File: config.mk
export PLATFORM = sky130hd
export DESIGN_NAME = rts_flow_ctrl
export DESIGN_NICKNAME = d
export VERILOG_FILES = /design/src/rtl/rts_flow_ctrl.sv
export SDC_FILE = /design/constraint.sdc
export NUM_CORES = 1
export LEC_CHECK = 0
export ABC_AREA = 1
export BUFFER_PORTS_ARGS = -buffer_cell sky130_fd_sc_hd__buf_2
export CORE_MARGIN = 2
export CORE_UTILIZATION = 45
export CTS_BUF_LIST = sky130_fd_sc_hd__clkbuf_4
export DETAILED_ROUTE_END_ITERATION = 7
export GPL_TIMING_DRIVEN = 0
export PLACE_DENSITY = 0.72
export SLEW_MARGIN = 40
export SYNTH_ARGS = -nofsm -noshare
export SYNTH_HDL_FRONTEND = slang
export SYNTH_SLANG_ARGS = --single-unit
File: constraint.sdc
create_clock -name clk -period 1.7 [get_ports clk]
set_input_delay 0.34 -clock clk [delete_from_list [all_inputs] [get_ports clk]]
set_output_delay 0.34 -clock clk [all_outputs]
set_load 0.01 [all_outputs]
File: src/rtl/rts_flow_ctrl.sv
module rts_flow_ctrl #(
  parameter int DEPTH      = 64,
  parameter int NIB_W      = 4,
  parameter int STEP       = 4,
  parameter int DEF_STOP   = 15,
  parameter int DEF_GO     = 8,
  parameter int LVL_W      = $clog2(DEPTH + 1)
) (
  input  logic               clk,
  input  logic               rst_n,
  input  logic [LVL_W-1:0]   rx_level,
  input  logic               flow_en,
  input  logic [2*NIB_W-1:0] cfg_wdata,
  input  logic               cfg_we,
  output logic               rts_n
);
  localparam int SH = $clog2(STEP);

  logic [NIB_W-1:0] stop_q, go_q;
  logic [NIB_W-1:0] wr_stop, wr_go;
  logic [LVL_W-1:0] stop_thr, go_thr;
  logic             rts_d;

  assign wr_stop  = cfg_wdata[NIB_W-1:0];
  assign wr_go    = cfg_wdata[2*NIB_W-1:NIB_W];
  assign stop_thr = LVL_W'(stop_q) << SH;
  assign go_thr   = LVL_W'(go_q) << SH;

  always_comb begin
    rts_d = rts_n;
    if (!flow_en)                rts_d = 1'b0;
    else if (rx_level >= stop_thr) rts_d = 1'b1;
    else if (rx_level <= go_thr)   rts_d = 1'b0;
  end

  always_ff @(posedge clk or negedge rst_n) begin
    if (!rst_n) begin
      stop_q <= NIB_W'(DEF_STOP);
      go_q   <= NIB_W'(DEF_GO);
      rts_n  <= 1'b0;
    end else begin
      rts_n <= rts_d;
      if (cfg_we) begin
        if (wr_stop > wr_go) begin
          stop_q <= wr_stop;
          go_q   <= wr_go;
        end else begin
          stop_q <= NIB_W'(DEF_STOP);
          go_q   <= NIB_W'(DEF_GO);
        end
      end
    end
  end
endmodule

# [After elaboration in Yosys (flattened, before gate mapping)]
# Index checks and enable logic that the tools add are counted.
[word_totals] wordCells=12 ff_bits=9 out_inout_bits=1 in_bits=19
[classes] n_eq_ne=1 magnitude_cmp=3 muxes=5
[ops] op="4-bit 2-to-1 mux" n=2
[ops] op="7-bit by 6-bit greater-or-equal comparator with 1-bit output" n=1
[ops] op="7-bit by 6-bit less-or-equal comparator with 1-bit output" n=1
[ops] op="4-bit greater-than comparator" n=1
[ops] op="1-bit 2-to-1 mux" n=3
[ops] op="3-bit by 1-bit != test with 1-bit output (second input constant)" n=1

# [Logic depth before layout (Yosys ltp)]
# Gate-level depths: netlist (run 1).
[logic_depth] word_depth=4 ltp_mapped=9 depth_no_buf=9

# [Least setup slack after synthesis (run 1)]
# No wires, ideal clock.
[synth_timing] path_type="register to register" from="register go_q[3]" to="register rts_n" setup_slack_ns=0.387 n_path_buf=0 t_arrival_ns=1.235 synth_period_minus_slack_ns=1.313 setup_time_ns=0.077 t_required_ns=1.623 path_stages_with_launch=9 cell_sequence="dfstp_2 > inv_1 > ha_1 > inv_1 > nor2_1 > nand3_1 > nand3_1 > nand2_1 > a21oi_1"
[synth_between] elab_chain_cells=2
[synth_lines] element="start: declaration" line_no="19" source="logic [NIB_W-1:0] stop_q, go_q;"
[synth_lines] element="start signal: assignment" line_no="39" source="go_q <= NIB_W'(DEF_GO);"
[synth_lines] element="start signal: assignment" line_no="46" source="go_q <= wr_go;"
[synth_lines] element="start signal: assignment" line_no="49" source="go_q <= NIB_W'(DEF_GO);"
[synth_lines] element="7-bit by 6-bit less-or-equal comparator with 1-bit output" line_no="33" source="else if (rx_level <= go_thr) rts_d = 1'b0;"
[synth_lines] element="3-bit by 1-bit != test with 1-bit output (no line)"
[synth_lines] element="end signal: assignment" line_no="42" source="rts_n <= rts_d;"
[synth_lines] element="end: declaration" line_no="15" source="output logic rts_n"
# Every way passes these cells.
# A chain may end at the register's enable or synchronous reset.

# [Worst setup path after layout (run 1)]
# Ends and elaborated chain as after synthesis.

==> results of run 1 <==
[final cells by class]
class | instances | area (um^2) | area share [%]
sequential | 9 | 231 | 24.9
timing repair buffer | 20 | 105 | 11.3
clock buffer | 4 | 30.0 | 3.23
buffer | 1 | 11.3 | 1.21
inverter | 29 | 109 | 11.7
tap | 16 | 20.0 | 2.16
multi-input combinational | 74 | 422 | 45.4
[worst max-delay path by stage]
stage | start | to | slack (ns)
2_1_floorplan | go_q[3]$_DFFE_PN1P_ | rts_n$_DFFE_PN0P_ | 0.39
3_3_place_gp | stop_q[2]$_DFFE_PN1P_ | rts_n$_DFFE_PN0P_ | 0.28
3_5_place_dp | cfg_wdata[7] | go_q[2]$_DFFE_PN0P_ | 0.27
4_1_cts | stop_q[2]$_DFFE_PN1P_ | rts_n$_DFFE_PN0P_ | 0.25
5_1_grt | stop_q[3]$_DFFE_PN1P_ | rts_n$_DFFE_PN0P_ | 0.12
6_report | go_q[3]$_DFFE_PN1P_ | rts_n$_DFFE_PN0P_ | 0.26
[cell usage in the layout, fill, tap and decap left out, drive strengths merged, types with 3 or more instances in the layout]
cell    synthesis  layout
a21oi           3       3
inv            29      29
dfrtp           4       4
nand2          27      27
clkbuf          0       4
nand3          12      12
dfstp           5       5
nor2           14      14
ha             12      12
o21ai           4       4
buf             1      20
[cell families after synthesis]
group | after synthesis | share of synthesized area (%)
adders and majority gates | 12 | 19.4
AOI/OAI and AO/OA | 7 | 5.50
buffers and inverters | 30 | 15.5
DFF | 9 | 29.9
and+or+nand+nor | 55 | 29.6
[layer usage]
metal	wire length, um	part of all wire [%]
met1	613	44
met2	694	49
met3	60	4.3
met4	40	2.8
met5	0	0
[per-stage QoR]
step | setup WS [ns] | cell area, um^2
after floorplan | 0.387 | 773
after global placement | 0.282 | 888
after detailed placement | 0.270 | 888
after CTS | 0.254 | 928
after global routing | 0.117 | 928
final | 0.264 | 928
[sequential cells by signal, indices dropped and copies added, names as in the netlist]
signal and cells:
rts_n 1, go_q 4, stop_q 4
[power groups by stage]
| stage | clock (W) | combinational (W) | sequential [W] |
|---|---|---|---|
| floorplan | 0 | 0.000126 | 0.000257 |
| global placement | 0 | 0.000181 | 0.000258 |
| detailed placement | 0 | 0.000188 | 0.000258 |
| CTS | 0.000175 | 0.000191 | 0.000255 |
| global route | 0.000183 | 0.000220 | 0.000259 |
| finish | 0.000172 | 0.000188 | 0.000255 |
[critical path, cell delays in order, from the launching register on]
cell	delay (ns)
dfstp_2	0.51
inv_1	0.05
ha_1	0.29
inv_1	0.04
nor2_1	0.11
nand3_1	0.09
nand3_1	0.07
nand2_1	0.05
a21oi_1	0.15
==> summary.txt, run 1 <==
Status
  – Status: completed

Logic synthesis
  – #FFs+latches synth: 9
  – Post-synth top flop: dfstp_2
  – Sequential area share after synthesis: 29.9%
  – Synth area leaders: ha_1 19%, dfstp_2 17%, inv_1 14%, dfrtp_1 13%, nand2_1 13%
  – EDFF count, synth: 0
  – Yosys top cell area share: 19.4%
  – Area leader, netlist: ha_1
  – Unique masters post-synth: 14
  – Post-Syn Area: 773 um^2
  – Most common library cells after synthesis: 29 x inv_1, 26 x nand2_1, 14 x nor2_1, 12 x ha_1, 12 x nand3_1
  – Yosys Warn Count: 0
  – Syn_area_per_cell: between 6 and 7 um^2
  – Synth Instances: 113
  – Most numerous cell in the Yosys netlist: inv_1
  – Async set-reset flop share out of synthesis: 100%
  – Syn_nets: 144

Cells and area
  – Nets@finish: ~170
  – Synthesis-to-layout area growth: 20.1%
  – Filler instances: approximately 150
  – Core Util, Final: 59.6%
  – Antenna fix cells: 0
  – Share of cells above drive strength 1: between 20% and 30%
  – Post-route non-filler standard cell count: 153

Pwr
  – Power density cells: 662 nW/um^2
  – Total power: 0.000615 W
  – Net Switching: 0.000184 W
  – Static Leakage: 0.567 nW
  – Maximum VDD drop: 306 uV
  – Int Power: 0.000431 W
  – Clock Power Share: 27.9%
  – Switch share: 29.9%
  – Logic pwr share: 30.6%
  – Sequential share of power: 41.5%

Clocking
  – Reg clk slew, reported paths: ~0.05 ns
  – Post-CTS Setup Repair Bufs: 0
  – Cts hold-fix bufs: 1
  – Cts repair resizes: 0
  – Clk Latency, worst-skew pair: between 0.2 and 0.3 ns
  – Num CTS Buffers: 3
  – CTS tree: yes
  – CTS Buffer Depth: 2
  – TritonCTS Sinks: 9
  – H-tree depth: 1
  – CTS root buf: clkbuf_4

Global routing
  – Initial antenna violation count: 0
  – Met2 Use GR: 28.2%
  – Grt ovf: 0
  – Grt met1 use: 18.8%
  – GRT Overall Usage: 16.4%
  – GR peak layer: met2
  – Global-route wire length before repair: 2410 um
  – Number of global-route vias before repair: 633
  – Met3 Use GR: about 2.4%
  – Pin count of the biggest net entering global routing: 11

Routing
  – Routed wire length: 1410 um
  – Avg Vias per Cell: 4.72
  – DR vias: 722
  – Drt first pass iters: 4
  – Per-cell routed wire length: 9.21 um
  – Initial DRC Count: 9
  – DRC: 0
  – Antenna Violating Nets Remaining: 0

Placed design
  – IO buf count: 19
  – Routability cong.: between 0.7 and 0.8
  – Post-DP HPWL: 1240 um
  – Placed Instances: 148

Critical path
  – Worst endpoint required time: 1.87 ns
  – Reg2reg start: go_q[3]$_DFFE_PN1P_
  – Critical Path AT: 1.61 ns
  – CP Capture Type: register
  – CP Class: register to register
  – Worst-path fanout max: 2
  – Startpoint types: register
  – RR Endpoint: rts_n$_DFFE_PN0P_
  – R2R Setup Slk: 0.26 ns
  – Reg2Reg Depth: 8

Timing
  – Slew margin rel.: between 80% and 90%
  – Final Hold Viols: 0
  – Setup TNS Final: 0 ns
  – Max-slew violation count: 0
  – Period utilization: a little over four fifths
  – Worst slew pin tran: ~0.27 ns
  – WHS: 0.298 ns
  – Final Setup Violations: 0
  – Skew final: 0.00211 ns
  – Fmax: 697 MHz
  – RSZ-0062 raised after global routing: false
  – Final min period: between 1 and 1.5 ns

Floorplanning
  – Cell row count: 14
  – Initial core utilization: between 40% and 50%
  – Core ar.: around 1600 um^2
  – Die area: 2070 um^2
  – Die H: 45.5 um
  – IO Count: 20
  – Chip width: approximately 45 um

Min path
  – Hold depth: 3
  – Min-delay src: flow_en
  – Class of the worst hold path: primary input to register
  – Worst Hold Endpoint: rts_n$_DFFE_PN0P_

Run
  – Max Cap Viol: 0
Note: power is estimated with default switching activity, not from simulation.
==> inputs of run 2 (changes only) <==
--- a/config.mk
+++ b/config.mk
@@ -12,7 +12,7 @@
 export CTS_BUF_LIST = sky130_fd_sc_hd__clkbuf_4
 export DETAILED_ROUTE_END_ITERATION = 7
 export GPL_TIMING_DRIVEN = 0
-export PLACE_DENSITY = 0.72
+export PLACE_DENSITY = 0.74
 export SLEW_MARGIN = 40
 export SYNTH_ARGS = -nofsm -noshare
 export SYNTH_HDL_FRONTEND = slang
==> constraint.sdc (replaced) <==
create_clock -name clk -period 1.31 [get_ports clk]
set_input_delay 0.262 -clock clk [delete_from_list [all_inputs] [get_ports clk]]
set_output_delay 0.262 -clock clk [all_outputs]
set_load 0.01 [all_outputs]
==> run 2 against run 1 <==
The run now ends with negative setup slack left. Total power rose by 39%. Sequential share of layout area is 2.1 points lower. Design area rose by 9.4%. Non-clock buffer count is 2 higher. Count of clock-buffer cells in the layout is the same. Clock power increased by 28%. Final cell count increased by 1.3%. Critical path type unchanged. Critical path depth unchanged. Critical endpoint unchanged. Sequential power grew 31%. Register-to-register slack got worse by 0.35 ns. Die area is the same.
==> summary.txt, run 2 (synthesized netlist as in run 1, its figures left out) <==
Floorplanning
  – Core ar.: 1560 um^2 (unchanged)
  – Die H: 45.5 um (unchanged)
  – Chip width: 45.5 um (unchanged)
  – Cell row count: 14 (unchanged)
  – Initial core utilization: 49.6% (unchanged)
  – IO Count: 20 (unchanged)
  – Die area: 2070 um^2 (unchanged)

Status
  – Status: complete, but fails checks
  – Violated checks: negative setup slack

Critical path
  – Worst-path fanout max: 2 (unchanged)
  – Worst-path cell chain: inv_2, ha_4, inv_2, nor2_4, nand2_1, nand3_2, nor2_2, a21oi_1
  – Slowest cell on crit path: dfstp_2
  – Startpoint types: register
  – Buf/Inv on CP: 2 (unchanged)
  – CP max stage delay: 0.52 ns (about the same)
  – Most frequent CP cell: inv_2
  – Delay-heaviest family, CP: flip-flops
  – Worst endpoint required time: 1.48 ns (-0.39 ns)
  – Critical Path AT: 1.57 ns (-0.04 ns)
  – CP Capture Type: register
  – CP Class: register to register

Global routing
  – Number of global-route vias before repair: 751 (+19%)
  – Initial antenna violation count: 0 (unchanged)
  – Grt ovf: 0 (unchanged)
  – Global-route wire length before repair: 2790 um (+16%)
  – Pin count of the biggest net entering global routing: 11 (unchanged)
  – GRT Overall Usage: 19.2% (+2.8 points)

Cells and area
  – Share of cells above drive strength 1: 36.0% (+12 points)
  – Commonest non-fill, non-tap cells in the layout: 26 x nand2_1, 23 x inv_1, 19 x buf_2, 11 x nor2_1, 10 x nand3_1
  – Antenna fix cells: 0 (unchanged)
  – Core Util, Final: 65.2% (+5.6 points)
  – Filler instances: 139 (-7.9%)
  – Synthesis-to-layout area growth: 31.4%
  – Nets@finish: 171 (+1.2%)
  – Largest regs: go_q: 4 flops, stop_q: 4 flops, rts_n: 1 flops
  – Post-route non-filler standard cell count: 155 (+1.3%)
  – Most common cell after layout, fill and taps aside: nand2_1

Pwr
  – Power density cells: 840 nW/um^2 (+27%)
  – Static Leakage: 0.568 nW (+0.19%)
  – Total power: 0.000853 W (+39%)
  – Maximum VDD drop: 373 uV (+22%)

Placed design
  – Placed Instances: 148 (unchanged)
  – Post-DP HPWL: 1300 um (+4.8%)
  – IO buf count: 19 (unchanged)
  – Routability cong.: 0.819 (+2.9%)

Timing
  – Max-slew violation count: 0 (unchanged)
  – Skew final: 0.00129 ns (-0.000819 ns)
  – Final Hold Viols: 0 (unchanged)
  – Worst slew pin tran: 0.270 ns (-0.000522 ns)
  – Fmax: 719 MHz (+3.2%)
  – Final min period: 1.39 ns (-0.0440 ns)
  – Slew margin rel.: 82.0% (about the same)
  – Final Setup Violations: 1 (+1)
  – Period utilization: 106% (+22 points)
  – Setup slack after layout: -0.0816 ns (-0.346 ns)
  – RSZ-0062 raised after global routing: true

Clocking
  – Reg clk slew, reported paths: 0.05 ns (about the same)
  – CTS root buf: clkbuf_4
  – Clk Latency, worst-skew pair: 0.25 ns (about the same)
  – CTS Buffer Depth: 2 (unchanged)
  – CTS tree: yes
  – Num CTS Buffers: 3 (unchanged)
  – H-tree depth: 1 (unchanged)
  – TritonCTS Sinks: 9 (unchanged)

Run
  – Max Cap Viol: 0 (unchanged)

Routing
  – Per-cell routed wire length: 10.2 um (+10%)
  – Antenna Violating Nets Remaining: 0 (unchanged)
  – DRC: 0 (unchanged)
  – Routed wire length: 1580 um (+12%)
  – Drt first pass iters: 4 (unchanged)
  – Initial DRC Count: 11 (+2)
  – Avg Vias per Cell: 4.87 (+3.2%)
  – DR vias: 755 (+4.6%)

Min path
  – Class of the worst hold path: primary input to register
-- run 2: routing by layer --
layer  GRT usage (%)  wire (um)  vias to the layer above
met2            33.0        805                       28
li1                -          -                      396
met5               0          0                        -
met3            2.38         83                        4
met4            14.1         42                        0
met1            21.6        644                      327
-- run 2: cell type report --
class | instances | area, um^2 | area share [%]
Timing Repair Buffer | 22 | 120 | 11.8
Buffer | 1 | 11.3 | 1.11
Inverter | 29 | 109 | 10.7
Tap cell | 16 | 20.0 | 1.97
Clock buffer | 4 | 30.0 | 2.96
Sequential cell | 9 | 231 | 22.8
Multi-Input combinational cell | 74 | 494 | 48.6
-- run 2: path summary, 6_finish.rpt --
check	from	end	slack, ns	depth (start not counted)
max reg2reg	stop_q[3]$_DFFE_PN1P_	rts_n$_DFFE_PN0P_	-0.08	8
min	flow_en	rts_n$_DFFE_PN0P_	0.22	3
max	stop_q[3]$_DFFE_PN1P_	rts_n$_DFFE_PN0P_	-0.08	8
min reg2reg	go_q[0]$_DFFE_PN0P_	go_q[0]$_DFFE_PN0P_	0.50	2
min in group asynchronous	rst_n	go_q[2]$_DFFE_PN0P_	0.37	2
max in group asynchronous	rst_n	stop_q[3]$_DFFE_PN1P_	0.70	2
-- run 2: metrics by stage --
step	setup TNS (ns)	setup WS (ns)	hold WS, ns	area, um^2
floorplan	0	0.00454	-0.0336	786
finish	-0.0816	-0.0816	0.218	1020
global route	-0.134	-0.134	0.223	1020
global placement	-0.105	-0.0805	0.112	901
detailed placement	-0.312	-0.133	0.112	901
CTS	-0.0687	-0.0687	0.213	978
-- run 2: timing repair --
item / 4_1_cts / 5_1_grt
pin swaps: 4 / 5
resized for setup: 6 / 8
setup endpoints to repair: 1 / 1
hold buffers: 1 / 0
buffers inserted: 1 / 1
hold endpoints to repair: 4 / 0
-- run 2: where the power goes --
part	internal [W]	switching [W]
Sequential	0.000320	0.0000137
Combinational	0.000132	0.000168
Clock	0.000137	0.0000827
-- run 2: worst min-delay path, stage by stage --
cell and delay, ns:
buf_2 0.09, inv_1 0.04, a21oi_1 0.03
